===== src/rtl/kbd_pkg.sv =====
package kbd_pkg;
  localparam int REG_ADDR_W = 2;

  typedef enum logic [REG_ADDR_W-1:0] {
    REG_POL  = 2'd0,
    REG_MASK = 2'd1,
    REG_FLAG = 2'd2,
    REG_CTRL = 2'd3
  } kbd_reg_e;
endpackage


===== src/rtl/kbd_sync.sv =====
module kbd_sync #(
  parameter int N_LINES = 8,
  parameter int STAGES  = 2
) (
  input  logic               clk,
  input  logic               rst,
  input  logic [N_LINES-1:0] din,
  output logic [N_LINES-1:0] dout
);
  for (genvar g = 0; g < N_LINES; g++) begin : g_line
    logic [STAGES-1:0] sh;
    always_ff @(posedge clk) begin
      if (rst) sh <= '1;
      else     sh <= {sh[STAGES-2:0], din[g]};
    end
    assign dout[g] = sh[STAGES-1];
  end
endmodule


===== src/rtl/kbd_regs.sv =====
module kbd_regs
  import kbd_pkg::*;
#(
  parameter int N_LINES = 8
) (
  input  logic                  clk,
  input  logic                  rst,
  input  logic                  we,
  input  logic [REG_ADDR_W-1:0] addr,
  input  logic [N_LINES-1:0]    wdata,
  input  logic [N_LINES-1:0]    hit_i,
  output logic [N_LINES-1:0]    pol_o,
  output logic [N_LINES-1:0]    mask_o,
  output logic [N_LINES-1:0]    flags_o,
  output logic                  gie_o,
  output logic [N_LINES-1:0]    rdata_o
);
  logic [N_LINES-1:0] flag_keep;

  // Clear-by-zero write; a hardware set is ORed in afterwards, so it wins.
  always_comb begin
    flag_keep = flags_o;
    if (we && addr == REG_FLAG) flag_keep = flags_o & wdata;
  end

  always_ff @(posedge clk) begin
    if (rst) begin
      pol_o   <= '0;
      mask_o  <= '0;
      flags_o <= '0;
      gie_o   <= 1'b0;
      rdata_o <= '0;
    end else begin
      flags_o <= flag_keep | hit_i;
      if (we && addr == REG_POL)  pol_o  <= wdata;
      if (we && addr == REG_MASK) mask_o <= wdata;
      if (we && addr == REG_CTRL) gie_o  <= wdata[0];
      case (kbd_reg_e'(addr))
        REG_POL:  rdata_o <= pol_o;
        REG_MASK: rdata_o <= mask_o;
        REG_FLAG: rdata_o <= flags_o;
        default:  rdata_o <= {{(N_LINES-1){1'b0}}, gie_o};
      endcase
    end
  end

  // every line at its active level is set after the edge, write or not.
  a_r5_hit_sets_flag: assert property (@(posedge clk) disable iff (rst)
    1'b1 |=> ((flags_o & $past(hit_i)) == $past(hit_i)));

  // a flag can only rise because its line was active.
  a_r4_no_spurious_set: assert property (@(posedge clk) disable iff (rst)
    1'b1 |=> ((flags_o & ~$past(flags_o) & ~$past(hit_i)) == '0));

  // control register reads only bit 0.
  a_r8_ctrl_upper_zero: assert property (@(posedge clk) disable iff (rst)
    (addr == REG_CTRL) |=> (rdata_o[N_LINES-1:1] == '0));
endmodule


===== src/rtl/kbd_irq_combine.sv =====
module kbd_irq_combine #(
  parameter int N_LINES = 8
) (
  input  logic               clk,
  input  logic               rst,
  input  logic [N_LINES-1:0] flags_i,
  input  logic [N_LINES-1:0] mask_i,
  input  logic [N_LINES-1:0] pol_i,
  input  logic               gie_i,
  input  logic [N_LINES-1:0] pins_i,
  output logic               irq_o,
  output logic               wake_o
);
  always_ff @(posedge clk) begin
    if (rst) irq_o <= 1'b0;
    else     irq_o <= gie_i & |(flags_i & mask_i);
  end

  // No clock on this path: it must work in power-down.
  assign wake_o = |(mask_i & ~(pins_i ^ pol_i));

  // global enable off keeps the request low.
  a_r6_gie_gates: assert property (@(posedge clk) disable iff (rst)
    !gie_i |=> !irq_o);

  // no enabled flag means no request.
  a_r9_masked_quiet: assert property (@(posedge clk) disable iff (rst)
    ((flags_i & mask_i) == '0) |=> !irq_o);

  // with no line enabled there is no wake.
  always_comb begin
    if (mask_i == '0) a_r7_wake_needs_enable: assert (!wake_o);
  end
endmodule


===== src/rtl/kbd_level_irq.sv =====
module kbd_level_irq
  import kbd_pkg::*;
#(
  parameter int N_LINES     = 8,
  parameter int SYNC_STAGES = 2
) (
  input  logic                  clk,
  input  logic                  rst,
  input  logic                  bus_we,
  input  logic [REG_ADDR_W-1:0] bus_addr,
  input  logic [N_LINES-1:0]    bus_wdata,
  output logic [N_LINES-1:0]    bus_rdata,
  input  logic [N_LINES-1:0]    kbd_pins,
  output logic                  irq_o,
  output logic                  wake_o
);
  logic [N_LINES-1:0] pins_s, pol, mask, flags, hit;
  logic               gie;

  kbd_sync #(.N_LINES(N_LINES), .STAGES(SYNC_STAGES)) u_sync (
    .clk(clk), .rst(rst), .din(kbd_pins), .dout(pins_s)
  );

  assign hit = ~(pins_s ^ pol);

  kbd_regs #(.N_LINES(N_LINES)) u_regs (
    .clk(clk), .rst(rst), .we(bus_we), .addr(bus_addr), .wdata(bus_wdata),
    .hit_i(hit), .pol_o(pol), .mask_o(mask), .flags_o(flags), .gie_o(gie),
    .rdata_o(bus_rdata)
  );

  kbd_irq_combine #(.N_LINES(N_LINES)) u_comb (
    .clk(clk), .rst(rst), .flags_i(flags), .mask_i(mask), .pol_i(pol),
    .gie_i(gie), .pins_i(kbd_pins), .irq_o(irq_o), .wake_o(wake_o)
  );

  // request stays low the cycle after reset.
  a_r1_reset_quiet: assert property (@(posedge clk) rst |=> !irq_o);
endmodule


===== config.mk =====
export PLATFORM = sky130hd
export DESIGN_NAME = kbd_level_irq
export DESIGN_NICKNAME = d
export VERILOG_FILES = /design/src/rtl/kbd_pkg.sv /design/src/rtl/kbd_sync.sv /design/src/rtl/kbd_regs.sv /design/src/rtl/kbd_irq_combine.sv /design/src/rtl/kbd_level_irq.sv
export SDC_FILE = /design/constraint.sdc
export NUM_CORES = 1
export LEC_CHECK = 0
export ABC_AREA = 1
export BUFFER_PORTS_ARGS = -buffer_cell sky130_fd_sc_hd__buf_2
export CORE_MARGIN = 2
export CORE_UTILIZATION = 50
export DETAILED_ROUTE_END_ITERATION = 8
export PLACE_DENSITY = 0.79
export SETUP_SLACK_MARGIN = 0.05
export SYNTH_ARGS = -nofsm -noshare
export SYNTH_HDL_FRONTEND = slang
export SYNTH_SLANG_ARGS = --single-unit

===== constraint.sdc =====
create_clock -name clk -period 0.9 [get_ports clk]
set_input_delay 0.045 -clock clk [delete_from_list [all_inputs] [get_ports clk]]
set_output_delay 0.045 -clock clk [all_outputs]
set_load 0.01 [all_outputs]

==> metrics.txt <==
worst hold path depth=3; multi-input combinational cell area=988.4 µm²; initial antenna violation count=0; CTS Buf Count=5; row count=23; Area Overhead vs Synth=32.04%; Crit Path Category=reg -> out; DIE HEIGHT=69.84 µm; Power Density=1640 mW/mm²; Initial DRC Count=178; GPL Wtd Cong=0.8390; Metal-1 WL=2263 µm; ANT nets after route=0; largest net degree at the start of global routing=33; failing checks=setup timing; top-count cell post-synth=nand2_1; Post-Place Worst Slack=-0.1201 ns; HPWL after detailed placement=3322 µm; total track usage=21.86%; top post-synthesis cells by area=dfxtp_1 (46%), nand2_1 (20%), inv_1 (7.4%); Final min period=1.292 ns; Initial Util=53.03%; pins over their slew limit=0; sequential fraction of the synthesis area=46.19%; first-pass GRT wire length=8549 µm; Post-Synthesis Cells=308; Crit path required time=0.85 ns; Crit Path Max Fanout=3; I/O Buffers=30; WL final=5227 µm; routed vias/inst=4.860; post-synthesis register bit count=50; Core Footprint=0.004086 mm²; number of remaining DRC errors=0; clk slew on worst S/H paths=0.09 ns; synthesized area=0.002167 mm²; DR WL/cell=12.39 µm; Layout Skew=0.01074 ns; power after layout=0.004692 W; Sinks on Clock Net=50; DIE AREA=0.004877 mm²; worst reg2reg path startpoint=u_regs.pol_o[6]; Max-Cap Viols=0; filler instances=348; H-tree levels=2; FF-to-FF End=u_regs.flags_o[6]; Synth cell types=19; met3 WL post-DR=294 µm; Async SR Flop Fraction=0%; GRT Residual Overflow=0; hold endpoint=u_regs.mask_o[3]; first-pass iteration count of the detailed router=4; Clk Latency, worst-skew pair=0.30 ns; Fmax=0.7737 GHz; nets@finish=393; Final period util=143.6%; worst-margin pin slew=0.3614 ns; max_slew headroom=75.85%; Final setup violation count=5; DR vias=2051; vias in the first global route=1895; startpoint types=flop; share of layout cells above drive strength 1=30.91%; element type at the critical path end=output port; Post-synth top flop=dfxtp_1; RSZ-0062 raised after global routing=true; YS warnings=0; max layer used=met4; CTS root buf=clkbuf_8; Yosys top cell area share=46.19%; WP data arrival=1.25 ns; synthesized area per cell=7.036 µm²; Hold/Removal Path Class=in -> reg; Worst Reg-to-Reg Cells=6; R2R Setup Slk=-0.09 ns; n_diodes=0; CTS Buffer Depth=2; Placed Instances=398; Commonest cells post-synth=nand2_1 (118), dfxtp_1 (50), inv_1 (43), nand3_1 (32), a21oi_1 (18); Pleak=1.519 nW; cell taking the most area after synthesis=dfxtp_1; final std cells w/o fill=422; final hold vios=0; WL met2=2605 µm; Worst IR Drop VDD=0.9696 mV; Die Wd=69.84 µm; min setup slack post-route=-0.3925 ns; hold path start=bus_wdata[3]; Post-synth EDFFs=0; CTS tree=built; Register Area=0.001026 mm²; status=finished, violations left; post-synth net total=329; Top Ports=31
## how the worst max path moves through the flow
stage | end | from | slack [ns]
after detailed placement | u_regs.flags_o[5] | bus_addr[0] | -0.12
after global routing | wake_o | u_regs.pol_o[5] | -0.47
after global placement | u_regs.flags_o[4] | bus_addr[0] | -0.07
final | wake_o | u_regs.pol_o[5] | -0.39
after floorplan | u_regs.pol_o[5] | bus_addr[1] | 0.05
after CTS | wake_o | u_regs.pol_o[2] | -0.35
## critical path, cell delays in order, from the launching register on
cell	delay, ns
dfxtp_2	0.34
inv_2	0.05
nand2_1	0.06
nand3_1	0.10
nand2_1	0.07
nor2_1	0.10
nand2_1	0.08
buf_2	0.14
## cells in the final DEF (no fill, tap or decap)
cell           instances
a21oi_1               18
buf_12                 2
buf_2                 30
buf_4                 17
buf_6                  9
bufinv_16              1
clkbuf_8               6
dfxtp_1               34
dfxtp_2               14
dfxtp_4                2
dlygate4sd3_1          8
inv_1                 35
inv_2                 11
nand2_1              114
nand2_2                4
nand2_4                1
nand3_1               30
nand3_2                3
nor2_1                 5
nor2_4                 1
nor2_8                 1
o21ai_0                5
o21ai_1                4
o21ai_2                1
or2_2                  8
xor2_1                 4
xor2_2                 4
## sequential cells by signal (all words and copies together) (netlist names)
signal and flops:
u_sync.g_line.sh 16, u_regs.flags_o 8, u_regs.mask_o 8, u_comb.irq_o 1, u_regs.rdata_o 8, u_regs.gie_o 1, u_regs.pol_o 8
## area by class of cell
type / count / area share, %
clock inverters: 1 / 1.049
multi-input cells: 203 / 34.54
inverters: 46 / 6.034
clock buffers: 6 / 2.886
repair buffers: 66 / 17.45
well taps: 50 / 2.186
flip-flops and latches: 50 / 35.85
## logic make-up after synthesis
group / share of synthesized area (%)
simple gates: 33.43
buf+inv: 10.68
flops: 46.19
compound gates: 6.467
xor+xnor: 3.233
## metal layers
metal  global-route usage (%)  up-vias
met5                        0        -
li1                         -     1056
met4                    6.838        0
met1                    28.65      937
met2                    36.08       52
met3                    4.506        6
## metrics by stage
| step | utilization, % | area (µm²) | hold WS [ns] | TNS [ns] |
|---|---|---|---|---|
| 6_report | 70.02 | 2861 | 0.01840 | -0.5282 |
| 4_1_cts | 67.82 | 2771 | 0.01664 | -0.4187 |
| 3_3_place_gp | 60.90 | 2489 | 0.2510 | -0.5948 |
| 2_1_floorplan | - | 2167 | 0.1416 | 0 |
| 5_1_grt | 70.02 | 2861 | 0.02123 | -1.046 |
| 3_5_place_dp | 60.90 | 2489 | 0.2483 | -1.285 |
## where the power goes
| group | switching, W | internal, W | total (W) |
|---|---|---|---|
| Combinational | 0.000347 | 0.000314 | 0.000662 |
| Sequential | 0.0000863 | 0.00233 | 0.00242 |
| Clock | 0.000723 | 0.000890 | 0.00161 |
| Total | 0.00116 | 0.00354 | 0.00469 |
## what timing repair did
item | 4_1_cts | 5_1_grt
endpoints found under the setup margin | 7 | 12
resized for setup | 29 | 19
buffers inserted | 6 | 5
pin swaps | 20 | 18
hold buffers | 8 | 0
hold endpoints to repair | 8 | 0
(Power assumes the default switching activity.)
